===== config.mk =====
export PLATFORM = sky130hd
export DESIGN_NAME = wdog_ctl
export DESIGN_NICKNAME = d
export VERILOG_FILES = /design/src/rtl/wdog_pkg.sv /design/src/rtl/wdog_counter.sv /design/src/rtl/wdog_fsm.sv /design/src/rtl/wdog_regs.sv /design/src/rtl/wdog_ctl.sv
export SDC_FILE = /design/constraint.sdc
export NUM_CORES = 1
export LEC_CHECK = 0
export ABC_CLOCK_PERIOD_IN_PS = 3600
export BUFFER_PORTS_ARGS = -buffer_cell sky130_fd_sc_hd__clkbuf_2
export CELL_PAD_IN_SITES_DETAIL_PLACEMENT = 1
export CELL_PAD_IN_SITES_GLOBAL_PLACEMENT = 2
export CORE_UTILIZATION = 37
export DETAILED_ROUTE_END_ITERATION = 8
export GPL_TIMING_DRIVEN = 0
export PLACE_DENSITY = 0.8
export SYNTH_ARGS = -nofsm -noshare
export SYNTH_HDL_FRONTEND = slang
export SYNTH_SLANG_ARGS = --single-unit

===== constraint.sdc =====
create_clock -name clk_i -period 3.6 [get_ports clk_i]
set_clock_uncertainty 0.05 [all_clocks]
set_input_delay 0.36 -clock clk_i [delete_from_list [all_inputs] [get_ports clk_i]]
set_output_delay 0.36 -clock clk_i [all_outputs]
set_load 0.02 [all_outputs]

===== src/rtl/wdog_pkg.sv =====
package wdog_pkg;

    // Mode encoding is {interrupt enable, reset enable}
    typedef enum logic [1:0] {
        MODE_OFF  = 2'b00,
        MODE_RST  = 2'b01,
        MODE_INT  = 2'b10,
        MODE_BOTH = 2'b11
    } wdog_mode_e;

    localparam int REG_W    = 8;
    localparam int SEL_W    = 4;
    localparam int MAX_EXP  = 9;
    localparam int BIT_FLAG = 7;
    localparam int BIT_IE   = 6;
    localparam int BIT_SEL3 = 5;
    localparam int BIT_CE   = 4;
    localparam int BIT_RE   = 3;

    function automatic wdog_mode_e mode_from(input logic ie, input logic re);
        return wdog_mode_e'({ie, re});
    endfunction

endpackage


===== src/rtl/wdog_counter.sv =====
module wdog_counter
    import wdog_pkg::*;
#(
    parameter int BASE_LOG2 = 11
) (
    input  logic             clk_i,
    input  logic             rst_ni,
    input  logic             run_i,
    input  logic             kick_i,
    input  logic [SEL_W-1:0] sel_i,
    output logic             tmo_o
);
    localparam int CW  = BASE_LOG2 + MAX_EXP;
    localparam int SHW = $clog2(CW + 1) + 1;

    logic [CW-1:0]    cnt_q;
    logic [SEL_W-1:0] eff_sel;
    logic [CW-1:0]    last_cnt;

    always_comb begin
        eff_sel  = (sel_i > SEL_W'(MAX_EXP)) ? SEL_W'(MAX_EXP) : sel_i;
        // When the shift equals CW the one falls off and the subtraction yields all ones.
        last_cnt = (CW'(1) << (SHW'(BASE_LOG2) + SHW'(eff_sel))) - CW'(1);
        tmo_o    = run_i && !kick_i && (cnt_q >= last_cnt);
    end

    always_ff @(posedge clk_i or negedge rst_ni) begin
        if (!rst_ni) begin
            cnt_q <= '0;
        end else if (!run_i || kick_i || tmo_o) begin
            cnt_q <= '0;
        end else begin
            cnt_q <= cnt_q + CW'(1);
        end
    end

endmodule


===== src/rtl/wdog_fsm.sv =====
module wdog_fsm
    import wdog_pkg::*;
#(
    parameter bit RST_ENA_INIT = 1'b1
) (
    input  logic       clk_i,
    input  logic       rst_ni,
    input  logic       wr_en_i,
    input  logic       wr_ie_i,
    input  logic       wr_re_i,
    input  logic       ack_i,
    input  logic       tmo_i,
    input  logic       flag_i,
    output wdog_mode_e state_o,
    output logic       set_flag_o,
    output logic       sys_rst_o
);
    wdog_mode_e state_q, state_d;
    logic       rst_req;
    logic       sys_rst_q;

    // Next-state logic
    always_comb begin
        state_d = state_q;
        unique case (state_q)
            MODE_OFF:  state_d = MODE_OFF;
            MODE_INT:  state_d = MODE_INT;
            MODE_RST:  state_d = MODE_RST;
            MODE_BOTH: if (ack_i) state_d = MODE_RST;   // ACK_DEMOTE
        endcase
        if (wr_en_i) begin
            state_d = mode_from(wr_ie_i, wr_re_i);     // WRITE
        end
    end

    // State register
    always_ff @(posedge clk_i or negedge rst_ni) begin
        if (!rst_ni) begin
            state_q <= RST_ENA_INIT ? MODE_RST : MODE_OFF;
        end else begin
            state_q <= state_d;
        end
    end

    // Output decode
    always_comb begin
        set_flag_o = 1'b0;
        rst_req    = 1'b0;
        unique case (state_q)
            MODE_OFF:  ;
            MODE_INT:  set_flag_o = tmo_i;
            MODE_RST:  rst_req    = tmo_i;
            MODE_BOTH: begin
                if (flag_i) rst_req    = tmo_i;
                else        set_flag_o = tmo_i;
            end
        endcase
    end

    always_ff @(posedge clk_i or negedge rst_ni) begin
        if (!rst_ni) sys_rst_q <= 1'b0;
        else         sys_rst_q <= rst_req;
    end

    assign state_o   = state_q;
    assign sys_rst_o = sys_rst_q;

endmodule


===== src/rtl/wdog_regs.sv =====
module wdog_regs
    import wdog_pkg::*;
(
    input  logic             clk_i,
    input  logic             rst_ni,
    input  logic             wr_en_i,
    input  logic [REG_W-1:0] wr_data_i,
    input  logic             ack_i,
    input  logic             set_flag_i,
    output logic             flag_o,
    output logic             ce_o,
    output logic [SEL_W-1:0] sel_o
);
    logic             flag_q;
    logic             ce_q;
    logic [SEL_W-1:0] sel_q;
    logic             clr_flag;

    assign clr_flag = ack_i || (wr_en_i && wr_data_i[BIT_FLAG]);

    always_ff @(posedge clk_i or negedge rst_ni) begin
        if (!rst_ni) begin
            flag_q <= 1'b0;
        end else if (set_flag_i) begin
            flag_q <= 1'b1;
        end else if (clr_flag) begin
            flag_q <= 1'b0;
        end
    end

    always_ff @(posedge clk_i or negedge rst_ni) begin
        if (!rst_ni) begin
            ce_q  <= 1'b0;
            sel_q <= '0;
        end else if (wr_en_i) begin
            ce_q  <= wr_data_i[BIT_CE];
            sel_q <= {wr_data_i[BIT_SEL3], wr_data_i[2:0]};
        end
    end

    assign flag_o = flag_q;
    assign ce_o   = ce_q;
    assign sel_o  = sel_q;

endmodule


===== src/rtl/wdog_ctl.sv =====
module wdog_ctl
    import wdog_pkg::*;
#(
    parameter int BASE_LOG2    = 11,
    parameter bit RST_ENA_INIT = 1'b1
) (
    input  logic       clk_i,
    input  logic       rst_ni,
    input  logic       kick_i,
    input  logic       gie_i,
    input  logic       ack_i,
    input  logic       wr_en_i,
    input  logic [7:0] wr_data_i,
    output logic       irq_o,
    output logic       sys_rst_o,
    output logic [7:0] rd_data_o
);
    wdog_mode_e       mode;
    logic             tmo;
    logic             set_flag;
    logic             flag;
    logic             ce;
    logic [SEL_W-1:0] sel;
    logic             ie;
    logic             re;

    assign ie = (mode == MODE_INT) || (mode == MODE_BOTH);
    assign re = (mode == MODE_RST) || (mode == MODE_BOTH);

    wdog_counter #(.BASE_LOG2(BASE_LOG2)) u_counter (
        .clk_i  (clk_i),
        .rst_ni (rst_ni),
        .run_i  (mode != MODE_OFF),
        .kick_i (kick_i),
        .sel_i  (sel),
        .tmo_o  (tmo)
    );

    wdog_fsm #(.RST_ENA_INIT(RST_ENA_INIT)) u_fsm (
        .clk_i      (clk_i),
        .rst_ni     (rst_ni),
        .wr_en_i    (wr_en_i),
        .wr_ie_i    (wr_data_i[BIT_IE]),
        .wr_re_i    (wr_data_i[BIT_RE]),
        .ack_i      (ack_i),
        .tmo_i      (tmo),
        .flag_i     (flag),
        .state_o    (mode),
        .set_flag_o (set_flag),
        .sys_rst_o  (sys_rst_o)
    );

    wdog_regs u_regs (
        .clk_i      (clk_i),
        .rst_ni     (rst_ni),
        .wr_en_i    (wr_en_i),
        .wr_data_i  (wr_data_i),
        .ack_i      (ack_i),
        .set_flag_i (set_flag),
        .flag_o     (flag),
        .ce_o       (ce),
        .sel_o      (sel)
    );

    assign irq_o     = flag && ie && gie_i;
    assign rd_data_o = {flag, ie, sel[3], ce, re, sel[2:0]};

endmodule


==> flow_metrics.py <==
metrics = {
    "grt": {
        "grt_pass1_vias": 1720,
        "grtUsageTotal": 0.1797,
        "grt-ovfl-total": 0,
        "antenna_found_initial": 0,
        "grt_pass1_wl_um": 8328,
        "grt_max_degree": 30,
    },
    "cts": {
        "htree_levels": 2,
        "ctsHoldBuffers": 0,
        "clockRootBuffer": "clkbuf_8",
        "clk_latency_ps": 290,
        "tritoncts": "done",
        "path_clk_slew_ps": 70,
        "ctsResizeCount": 0,
        "cts-buffers-inserted": 5,
        "cts_setup_buffers": 0,
        "clock_sinks": 29,
        "max-clock-path-buffers": 2,
    },
    "setup_path": {
        "rr_worst_depth": 9,
        "timing.rr.end": "u_counter.cnt_q[19]$_DFF_PN0_",
        "r2r_start": "u_regs.sel_o[3]$_DFFE_PN0P_",
        "criticalPathCategory": "register to register",
        "rrSetupSlack_ps": 720,
        "endpoint_kind": "register",
        "startpoint_type": "register",
        "cp.arrival_ps": 3040,
        "cp.required_ps": 3750,
        "worstPathMaxFanout": 10,
    },
    "route": {
        "vias_per_cell": 5.022,
        "wl_um": 4708,
        "drc": 0,
        "vias": 1607,
        "wire_per_inst_um": 14.71,
        "initialDrtViolationCount": 30,
        "final_antenna_net_count": 0,
        "firstDrtPassIters": 4,
    },
    "yosys": {
        "synth-seq-area-share": 0.3473,
        "synth_seq_cells": 29,
        "synthCells": 213,
        "ys_types": 41,
        "synth_edf_count": 0,
        "yosys_warnings": 0,
        "synthesis.area_um2": 2093,
        "synth-async-reset-ratio": 1.000,
        "ys.flop_type": "dfrtp_1",
        "syn_avg_cell_area_um2": 9.828,
    },
    "sta": {
        "tightest_slew_ps": 786.2,
        "finalMaxSlewViolations": 0,
        "hold_viol_final": 0,
        "hold_ws_ps": 87.94,
        "rsz0062_at_grt": "no",
        "fin_crit_sh": 0.8012,
        "finalCriticalPeriod_ps": 2884,
        "max_freq_mhz": 346.7,
        "setup_viol": 0,
        "slew_headroom": 0.4759,
        "fin_setup_tns_ps": 0,
    },
    "cells_and_area": {
        "fin_nets": 283,
        "syn2layout_area_growth_pct": 14.29,
        "drive_above_1_share": 0.2742,
        "num_antenna_cells": 0,
    },
    "place": {
        "dpl.hpwl_um": 3523,
        "gp_congestion": 0.8014,
        "io_buffers": 22,
    },
    "hold_path": {
        "min_path_type": "input port to asynchronous set/reset pin",
    },
    "die": {
        "die_h_um": 77.22,
        "die-width_um": 77.22,
        "dieArea_um2": 5962,
        "io_pins": 24,
        "coreArea_um2": 5473,
        "initial_utilization": 0.3825,
        "rows": 27,
    },
    "run_status": {
        "status": "complete, no violations",
    },
    "power": {
        "p_leak_nw": 1.136,
        "peakVddDrop_mv": 0.1916,
        "power.density_nw_per_um2": 310.9,
    },
    "job": {
        "drv_cap": 0,
    },
}
-- placed cells by master, fill, tap and decap left out, types with 2 or more instances in the layout --
cell type  netlist  layout
xor2_1          13      13
a21oi_1         10      10
nand2_1         18      18
nor2_1          10      10
buf_6            4       4
o21a_1           3       3
ha_1            22      22
o31ai_1          2       2
mux2_2           5       5
clkbuf_2         0      22
nand4_1          7       7
o21ai_0          4       4
a21o_1           2       2
clkbuf_1         6       9
and3_1           3       3
inv_1           13      13
conb_1           2       7
nand3_1          9       9
clkbuf_8         0       5
nor3_2          20      20
buf_4            4       4
dfrtp_1         28      28
nor3_1           4       4
xnor2_1          5       5
-- critical path: stages (launching register included) --
cell and delay [ps]:
dfrtp_1 470, or2_2 360, a21oi_1 180, ha_1 260, and3_4 160, a221oi_2 350
nor2_1 80, or4_4 550, buf_6 180, nor3_2 160
-- worst max path at each step --
stage	startpoint	end	slack [ps]	depth (start not counted)
6_report	u_regs.sel_o[3]$_DFFE_PN0P_	u_counter.cnt_q[19]$_DFF_PN0_	720	9
5_1_grt	u_regs.sel_o[3]$_DFFE_PN0P_	u_counter.cnt_q[11]$_DFF_PN0_	540	9
4_1_cts	u_regs.sel_o[3]$_DFFE_PN0P_	u_counter.cnt_q[19]$_DFF_PN0_	690	9
3_5_place_dp	u_regs.sel_o[2]$_DFFE_PN0P_	u_counter.cnt_q[19]$_DFF_PN0_	730	9
3_3_place_gp	u_regs.sel_o[2]$_DFFE_PN0P_	u_counter.cnt_q[3]$_DFF_PN0_	790	9
2_1_floorplan	u_regs.sel_o[2]$_DFFE_PN0P_	u_counter.cnt_q[10]$_DFF_PN0_	940	9
-- cell usage after synthesis, types with 3 or more instances --
| master | instances | area, um^2 |
|---|---|---|
| dfrtp_1 | 28 | 700.7 |
| nand4_1 | 7 | 43.79 |
| mux2_2 | 5 | 56.30 |
| a21oi_1 | 10 | 50.05 |
| nor2_1 | 10 | 37.54 |
| and3_1 | 3 | 18.77 |
| nand3_1 | 9 | 45.04 |
| buf_6 | 4 | 45.04 |
| buf_4 | 4 | 30.03 |
| nor3_2 | 20 | 200.2 |
| nand2_1 | 18 | 67.56 |
| nor3_1 | 4 | 20.02 |
| xor2_1 | 13 | 113.9 |
| clkbuf_1 | 6 | 22.52 |
| o21a_1 | 3 | 22.52 |
| inv_1 | 13 | 48.80 |
| o21ai_0 | 4 | 20.02 |
| xnor2_1 | 5 | 43.79 |
| ha_1 | 22 | 275.3 |
-- logic make-up (layout without fill, tap and decap cells) --
logic type | count (synthesis) | count (layout) | synth area share
xor+xnor | 18 | 18 | 0.07531
compound gates | 28 | 28 | 0.08846
mux | 6 | 6 | 0.03168
buf+inv | 27 | 57 | 0.06993
flops | 29 | 29 | 0.3473
fa+ha+maj | 22 | 22 | 0.1315
other cells | 2 | 7 | 0.003588
simple gates | 81 | 81 | 0.2522
-- metal layers --
layer | track usage | vias to the layer above | routed length [um]
met4 | 0.06226 | 0 | 67
met2 | 0.2991 | 10 | 2296
met1 | 0.2320 | 785 | 2268
li1 | - | 806 | -
met5 | 0 | - | 0
met3 | 0.03214 | 6 | 75
-- where the power goes --
group	switching (W)	internal, W
logic	0.0000746	0.0000518
registers	0.0000129	0.000337
clock network	0.000130	0.000137
total	0.000218	0.000526
-- per-stage QoR --
stage	utilization	setup slack, ps	area (um^2)	instances	total power, W
6_report	0.4371	715.6	2392	320	0.0007438
3_3_place_gp	0.4225	789.8	2312	312	0.0004786
5_1_grt	0.4371	539.5	2392	320	0.0007862
4_1_cts	0.4371	692.0	2392	320	0.0007473
3_5_place_dp	0.4225	731.1	2312	312	0.0004815
2_1_floorplan	-	944.5	2112	218	0.0004408
-- state kept, by name, indices dropped and copies added, names as in the netlist --
signal and flops:
u_counter.cnt_q 20, u_fsm.state_o 2, u_fsm.sys_rst_o 1, u_regs.ce_o 1, u_regs.flag_o 1, u_regs.sel_o 4
-- cell type report --
cell class | count | area (um^2)
Clock buffer | 8 | 80.08
Fill cell | 666 | 3080
Sequential cell | 29 | 726.9
Tap cell | 72 | 90.09
Timing Repair Buffer | 22 | 110.1
Inverter | 13 | 48.80
Multi-Input combinational cell | 162 | 1239
Buffer | 14 | 97.59
(Power assumes the default switching activity.)
